### src/rtl/extint_pkg.sv
package extint_pkg;
  localparam int CTL_W = 4;

  // Field order matches the control register bit positions 3..0
  typedef struct packed {
    logic en;    // bit 3: pin input enable
    logic pol;   // bit 2: active polarity
    logic both;  // bit 1: both-edge mode
    logic tsel;  // bit 0: timer start select
  } ctl_t;
endpackage

### src/rtl/extint_sync_filter.sv
module extint_sync_filter #(
  parameter int STABLE_CLKS = 4
) (
  input  logic clk,
  input  logic rst_n,
  input  logic pin_in,
  output logic filt_lvl
);
  localparam int CNT_W = (STABLE_CLKS > 2) ? $clog2(STABLE_CLKS) : 1;
  localparam logic [CNT_W-1:0] CNT_LAST = CNT_W'(STABLE_CLKS - 1);

  logic s1, s2;
  logic [CNT_W-1:0] run_cnt;

  always_ff @(posedge clk or negedge rst_n) begin
    if (!rst_n) begin
      s1 <= 1'b0;
      s2 <= 1'b0;
    end else begin
      s1 <= pin_in;
      s2 <= s1;
    end
  end

  always_ff @(posedge clk or negedge rst_n) begin
    if (!rst_n) begin
      run_cnt  <= '0;
      filt_lvl <= 1'b0;
    end else if (s2 == filt_lvl) begin
      run_cnt <= '0;
    end else if (run_cnt == CNT_LAST) begin
      run_cnt  <= '0;
      filt_lvl <= s2;
    end else begin
      run_cnt <= run_cnt + 1'b1;
    end
  end


  filt_follows_sync_chk: assert property (@(posedge clk) disable iff (!rst_n)
    (filt_lvl != $past(filt_lvl)) |-> ($past(s2) == filt_lvl));
endmodule

### src/rtl/extint_edge_qual.sv
module extint_edge_qual
  import extint_pkg::*;
(
  input  logic clk,
  input  logic rst_n,
  input  logic filt_lvl,
  input  ctl_t ctl,
  output logic edge_ev,
  output logic lvl_match
);
  logic act_lvl, act_prev;

  // Active level folds polarity and enable, so register writes create edges
  always_comb begin
    act_lvl   = ctl.en & (ctl.pol ? filt_lvl : ~filt_lvl);
    lvl_match = act_lvl;
  end

  always_comb begin
    if (ctl.both) edge_ev = act_lvl ^ act_prev;
    else          edge_ev = act_lvl & ~act_prev;
  end

  always_ff @(posedge clk or negedge rst_n) begin
    if (!rst_n) act_prev <= 1'b0;
    else        act_prev <= act_lvl;
  end


  lvl_disabled_chk: assert property (@(posedge clk) disable iff (!rst_n)
    !ctl.en |-> !lvl_match);
endmodule

### src/rtl/extint_req_flag.sv
module extint_req_flag (
  input  logic clk,
  input  logic rst_n,
  input  logic edge_ev,
  input  logic irq_ack,
  input  logic flag_test,
  input  logic tmr_sel,
  output logic req_flag,
  output logic tmr_start
);
  always_ff @(posedge clk or negedge rst_n) begin
    if (!rst_n) begin
      req_flag  <= 1'b0;
      tmr_start <= 1'b0;
    end else begin
      tmr_start <= edge_ev & tmr_sel;
      if (edge_ev)                    req_flag <= 1'b1;
      else if (irq_ack || flag_test)  req_flag <= 1'b0;
    end
  end


  test_clears_chk: assert property (@(posedge clk) disable iff (!rst_n)
    (flag_test && !edge_ev) |=> !req_flag);

  ack_clears_chk: assert property (@(posedge clk) disable iff (!rst_n)
    (irq_ack && !edge_ev) |=> !req_flag);
endmodule

### src/rtl/extint_req_unit.sv
module extint_req_unit
  import extint_pkg::*;
#(
  parameter int STABLE_CLKS = 4
) (
  input  logic             clk,
  input  logic             rst_n,
  input  logic             pin_in,
  input  logic             ctl_wr_en,
  input  logic [CTL_W-1:0] ctl_wr_data,
  output logic [CTL_W-1:0] ctl_rd_data,
  input  logic             flag_test,
  output logic             test_hit,
  input  logic             irq_ack,
  input  logic             irq_en,
  input  logic             gie,
  output logic             req_flag,
  output logic             irq_req,
  output logic             lvl_match,
  output logic             tmr_start
);
  ctl_t ctl_q;
  logic filt_lvl;
  logic edge_ev;

  always_ff @(posedge clk or negedge rst_n) begin
    if (!rst_n)         ctl_q <= '0;
    else if (ctl_wr_en) ctl_q <= ctl_t'(ctl_wr_data);
  end

  assign ctl_rd_data = ctl_q;

  extint_sync_filter #(.STABLE_CLKS(STABLE_CLKS)) u_filter (
    .clk      (clk),
    .rst_n    (rst_n),
    .pin_in   (pin_in),
    .filt_lvl (filt_lvl)
  );

  extint_edge_qual u_qual (
    .clk       (clk),
    .rst_n     (rst_n),
    .filt_lvl  (filt_lvl),
    .ctl       (ctl_q),
    .edge_ev   (edge_ev),
    .lvl_match (lvl_match)
  );

  extint_req_flag u_flag (
    .clk       (clk),
    .rst_n     (rst_n),
    .edge_ev   (edge_ev),
    .irq_ack   (irq_ack),
    .flag_test (flag_test),
    .tmr_sel   (ctl_q.tsel),
    .req_flag  (req_flag),
    .tmr_start (tmr_start)
  );

  assign test_hit = flag_test & req_flag;
  assign irq_req  = req_flag & irq_en & gie;


  set_wins_chk: assert property (@(posedge clk) disable iff (!rst_n)
    edge_ev |=> req_flag);

  disabled_quiet_chk: assert property (@(posedge clk) disable iff (!rst_n)
    (!ctl_q.en && !$past(ctl_q.en)) |-> !edge_ev);

  tmr_with_flag_chk: assert property (@(posedge clk) disable iff (!rst_n)
    tmr_start |-> req_flag);

  irq_needs_flag_chk: assert property (@(posedge clk) disable iff (!rst_n)
    !req_flag |-> !irq_req);
endmodule

### config.mk
export PLATFORM = sky130hd
export DESIGN_NAME = extint_req_unit
export DESIGN_NICKNAME = d
export VERILOG_FILES = /design/src/rtl/extint_pkg.sv /design/src/rtl/extint_sync_filter.sv /design/src/rtl/extint_edge_qual.sv /design/src/rtl/extint_req_flag.sv /design/src/rtl/extint_req_unit.sv
export SDC_FILE = /design/constraint.sdc
export NUM_CORES = 1
export LEC_CHECK = 0
export CAP_MARGIN = 25
export CORE_AREA = 2 2 39 41
export CTS_CLUSTER_DIAMETER = 100
export CTS_CLUSTER_SIZE = 12
export DETAILED_ROUTE_END_ITERATION = 8
export DIE_AREA = 0 0 41 43
export PLACE_DENSITY = 0.69
export SYNTH_ARGS = -nofsm -noshare
export SYNTH_HDL_FRONTEND = slang
export SYNTH_HIERARCHICAL = 1
export SYNTH_SLANG_ARGS = --single-unit
### constraint.sdc
create_clock -name clk -period 1.8 [get_ports clk]
set_input_delay 0.36 -clock clk [delete_from_list [all_inputs] [get_ports clk]]
set_output_delay 0.36 -clock clk [all_outputs]
set_load 0.02 [all_outputs]
Word-level counts from Yosys, hierarchy flattened:

Cells that the tools add are included.

* register bits after elaboration: 12
* bits of input ports: 12
* output and inout bits: 9
* word-level logic and storage cells: 33

* add/sub/neg operators: 1
* equal/unequal tests: 2
* mux-type cells: 6
* bitwise logic cells: 10
* reduce and logical (&&, ||, !) cells: 3

Operator list (count)
* $and A1 B1 Y1: 6
* $mux W1: 4
* $mux W2: 2
* $not A1 Y1: 3
* $add A2 B1 Y2 const B: 1
* $eq A2 B2 Y1 const B: 1
* $reduce_and A2 Y1: 1
* $reduce_bool A2 Y1: 1
* $eq A1 B1 Y1: 1
* $logic_or A1 B1 Y1: 1
* $xor A1 B1 Y1: 1

Depth between registers and ports, before layout:

* word-level depth: 6
* mapped depth: 6
* mapped depth without buffers: 6

Cells and area by module:

The synthesis kept the hierarchy.

Modules (own cells, without submodules)
* extint_sync_filter: times used 1, cells each 10, area each 173.9 µm², sequential area each 125.1 µm²
* extint_req_unit: times used 1, cells each 10, area each 157.7 µm², sequential area each 100.1 µm²
* extint_edge_qual: times used 1, cells each 7, area each 70.1 µm², sequential area each 25.0 µm²
* extint_req_flag: times used 1, cells each 5, area each 67.6 µm², sequential area each 50.0 µm²

Least setup slack after synthesis:

No wires, ideal clock.

* path type: register to register
* start: register ctl_q, in the netlist ctl_rd_data[2]
* end: register u_flag.tmr_start
* library setup time: 66 ps
* data arrival time: 1434 ps
* required time: 1734 ps
* slack: 299 ps
* cell stages (with the launch flop): 6
* path buffers: 0
* period minus slack after synthesis: 1501 ps
* cells stage by stage: dfrtp_1 -> xnor2_1 -> and2_1 -> ha_1 -> mux2i_1 -> and2_1

* word-level cells in the longest chain between the ends: 5
* elaborated cells between the ends (all ways): 6
* those cells by class: 2 x mux; 4 x bitwise

Ends and longest elaborated chain
* from (decl): line extint_req_unit.sv:22 `ctl_t ctl_q;`
* from (signal assigned): line extint_req_unit.sv:28 `else if (ctl_wr_en) ctl_q <= ctl_t'(ctl_wr_data);`
* $mux W1 *: line extint_edge_qual.sv:15 `act_lvl = ctl.en & (ctl.pol ? filt_lvl : ~filt_lvl);`
* $and A1 B1 Y1 *: line extint_edge_qual.sv:15
* via lvl_match: line extint_req_unit.sv:19 `output logic lvl_match,`
* $and A1 B1 Y1 or $xor A1 B1 Y1 (tied branches): line extint_edge_qual.sv:21, extint_edge_qual.sv:20
* $mux W1 *: line extint_edge_qual.sv:20 `if (ctl.both) edge_ev = act_lvl ^ act_prev;`
* via edge_ev: line extint_req_unit.sv:24 `logic edge_ev;`
* $and A1 B1 Y1 *: line extint_req_flag.sv:16 `tmr_start <= edge_ev & tmr_sel;`
* to (signal assigned): line extint_req_flag.sv:16
* to (decl): line extint_req_flag.sv:9 `output logic tmr_start`

Mark *: on every way through the listed nets, which the timed path passes. The rest lies on a longest branch.
A chain may end at the register's enable or synchronous reset.

Final worst setup path:

* start: register ctl_q, in the netlist ctl_rd_data[2]
* end: output port lvl_match

* word-level cells in the longest chain between the ends: 2

Ends and longest elaborated chain (line)
* $mux W1: extint_edge_qual.sv:15
* $and A1 B1 Y1: extint_edge_qual.sv:15
* to (decl): extint_req_unit.sv:19

Every way passes these cells.

==> impl_metrics.json <==
{
  "yosys_warnings": 6,
  "die_w_um": 41,
  "clock-sinks": 12,
  "cts-buffers-inserted": 3,
  "final_cell_mix": "clkdlybuf4s50_1 (17), dfrtp_1 (12), mux2_2 (5)",
  "io_buffers": 20,
  "start_util": 0.339,
  "cap_violations": 0,
  "cp.required_ns": 1.44,
  "avgSynthCellArea_um2": 14.7,
  "cellPowerDensity_nw_per_um2": 1210,
  "dpl-instance-area_um2": 689,
  "end_kind": "output port",
  "drv_slew": 0,
  "vdd_drop_max_v": 0.000559,
  "hpwl_um": 618,
  "first_global_vias": 332,
  "cts_buffer_depth": 2,
  "maxSlewHeadroom": 0.649,
  "whs_ns": 0.350,
  "cts_tree": "done",
  "num-nets-final": 71,
  "totalWireLength_um": 764,
  "worstMarginPinSlew_ns": 0.525,
  "gr-total-overflow": 0,
  "clock_latency_ns": 0.26,
  "cts_resized": 3,
  "rsz0062_at_grt": "no",
  "cts.clk_slew.worst_paths_ns": 0.07,
  "finalSetupViolations": 0,
  "drc": 0,
  "fin_crit_sh": 0.941,
  "ys_seq_elements": 12,
  "avgViaCountPerCell": 4.49,
  "finClkSkew_ns": 0.000715,
  "fillers": 133,
  "grt_antenna_before_repair": 0,
  "die_area_um2": 1760,
  "h-tree-depth": 1,
  "grt_max_degree": 13,
  "syn-num-nets": 46,
  "post_cts_buffers": 0,
  "fin_cells": 72,
  "ant_nets": 0,
  "fmax_mhz": 590,
  "slowest_delay_ns": 0.40,
  "finalHoldViolations": 0,
  "syn-instance-count": 32,
  "design_area_um2": 722,
  "dr.pass1.iters": 1,
  "final_common_cell": "clkdlybuf4s50_1",
  "std_cell_rows": 14,
  "cp_cell_sequence": "xnor2_1, and2_1, dlygate4sd2_1",
  "cp_max_fo": 3,
  "drtIter0Drc": 0,
  "syn_area_um2": 469,
  "critPathKind": "reg2out",
  "place.gp.congestion": 0.650,
  "cp_slowest_cell": "dfrtp_1",
  "wl_per_cell_um": 10.6,
  "cp-start-kind": "flop",
  "clockRootBuffer": "clkbuf_4",
  "status": "completed",
  "die_h_um": 43,
  "grt_pass1_wl_um": 1350,
  "cp.arrival_ns": 1.33,
  "hold_buffers": 0,
  "setup_tns_ns": 0,
  "core_area_um2": 1380,
  "period_needed_ns": 1.69,
  "yosysSeqAreaShare": 0.640,
  "dp.cells": 68,
  "via_count": 323,
  "area_growth_pct": 53.9,
  "leakage_uw": 0.000337,
  "ios": 21,
  "antenna_cells": 0,
  "grtUsageTotal": 0.116,
  "finish.utilization": 0.522,
  "min_path_type": "reg2reg",
  "drive_above_1_share": 0.179,
  "synth_cell_types": 12
}
[flip-flops by register name, summed over array words and instances, names as in the netlist]
name and cells:
ctl_rd_data 4, u_filter/s1 1, u_filter/run_cnt 2, u_flag/tmr_start 1
u_qual/act_prev 1, u_filter/s2 1, u_filter/filt_lvl 1, u_flag/req_flag 1
[per-stage QoR]
step                power [uW]  worst slack [ns]
finish                     874             0.106
CTS                        889            0.0760
floorplan                  554             0.299
global placement           687            -0.109
global route               946           0.00316
detailed placement         693            -0.128
[report_power, final]
group	switching (uW)	internal, uW	leakage [uW]	total (uW)
Sequential	41.5	335	0.000147	376
Clock	80.6	123	0.0000210	203
Combinational	132	163	0.000169	295
Total	254	620	0.000337	874
[kinds of logic after synthesis]
logic type | share of synthesized area
fa+ha+maj | 0.0533
simple gates | 0.0960
mux | 0.141
xor+xnor | 0.0373
flops | 0.640
compound gates | 0.0160
buf+inv | 0.0160
[worst max-delay path: cells and delay by family (launching register included)]
kind / cells / cell delay [ns]
DFF: 1 / 0.40
buffers and inverters: 1 / 0.34
and+or+nand+nor: 1 / 0.18
xor gates and xnor gates: 1 / 0.15
[synth_stat cells, drive strengths merged]
cell type | number | area (um^2)
a21o | 1 | 7.51
and2 | 3 | 18.8
and3 | 1 | 6.26
dfrtp | 12 | 300
ha | 2 | 25.0
inv | 2 | 7.51
mux2 | 5 | 56.3
mux2i | 1 | 10.0
nor2 | 1 | 3.75
nor2b | 1 | 6.26
nor3 | 1 | 10.0
xnor2 | 2 | 17.5
[worst paths after layout]
kind | from | end | slack, ns | depth (start not counted)
max | ctl_rd_data[2]$_DFFE_PN0P_ | lvl_match | 0.11 | 3
min | u_filter/s1$_DFF_PN0_ | u_filter/s2$_DFF_PN0_ | 0.35 | 0
max reg2reg | u_filter/filt_lvl$_DFFE_PN0P_ | u_flag/tmr_start$_DFF_PN0_ | 0.41 | 5
min reg2reg | u_filter/s1$_DFF_PN0_ | u_filter/s2$_DFF_PN0_ | 0.35 | 0
max in group asynchronous | rst_n | u_flag/req_flag$_DFFE_PN0P_ | 1.01 | 1
min in group asynchronous | rst_n | u_filter/run_cnt[0]$_DFF_PN0_ | 0.44 | 1
[layout make-up]
| class | instances | area [um^2] | share of cell area |
|---|---|---|---|
| Clock buffer | 4 | 36.3 | 0.0503 |
| Inverter | 2 | 7.51 | 0.0104 |
| Multi-Input combinational cell | 18 | 161 | 0.224 |
| Sequential cell | 12 | 300 | 0.416 |
| Tap cell | 16 | 20.0 | 0.0277 |
| Timing Repair Buffer | 20 | 196 | 0.272 |
[metal layers]
| metal | share of wire | global-route usage | vias up |
|---|---|---|---|
| met5 | 0 | 0 | - |
| met2 | 0.48 | 0.169 | 17 |
| met3 | 0.12 | 0.0471 | 0 |
| met1 | 0.40 | 0.151 | 153 |
| li1 | - | - | 153 |
| met4 | 0 | 0.0400 | 0 |
No activity file was read; power rests on OpenSTA's default activity.
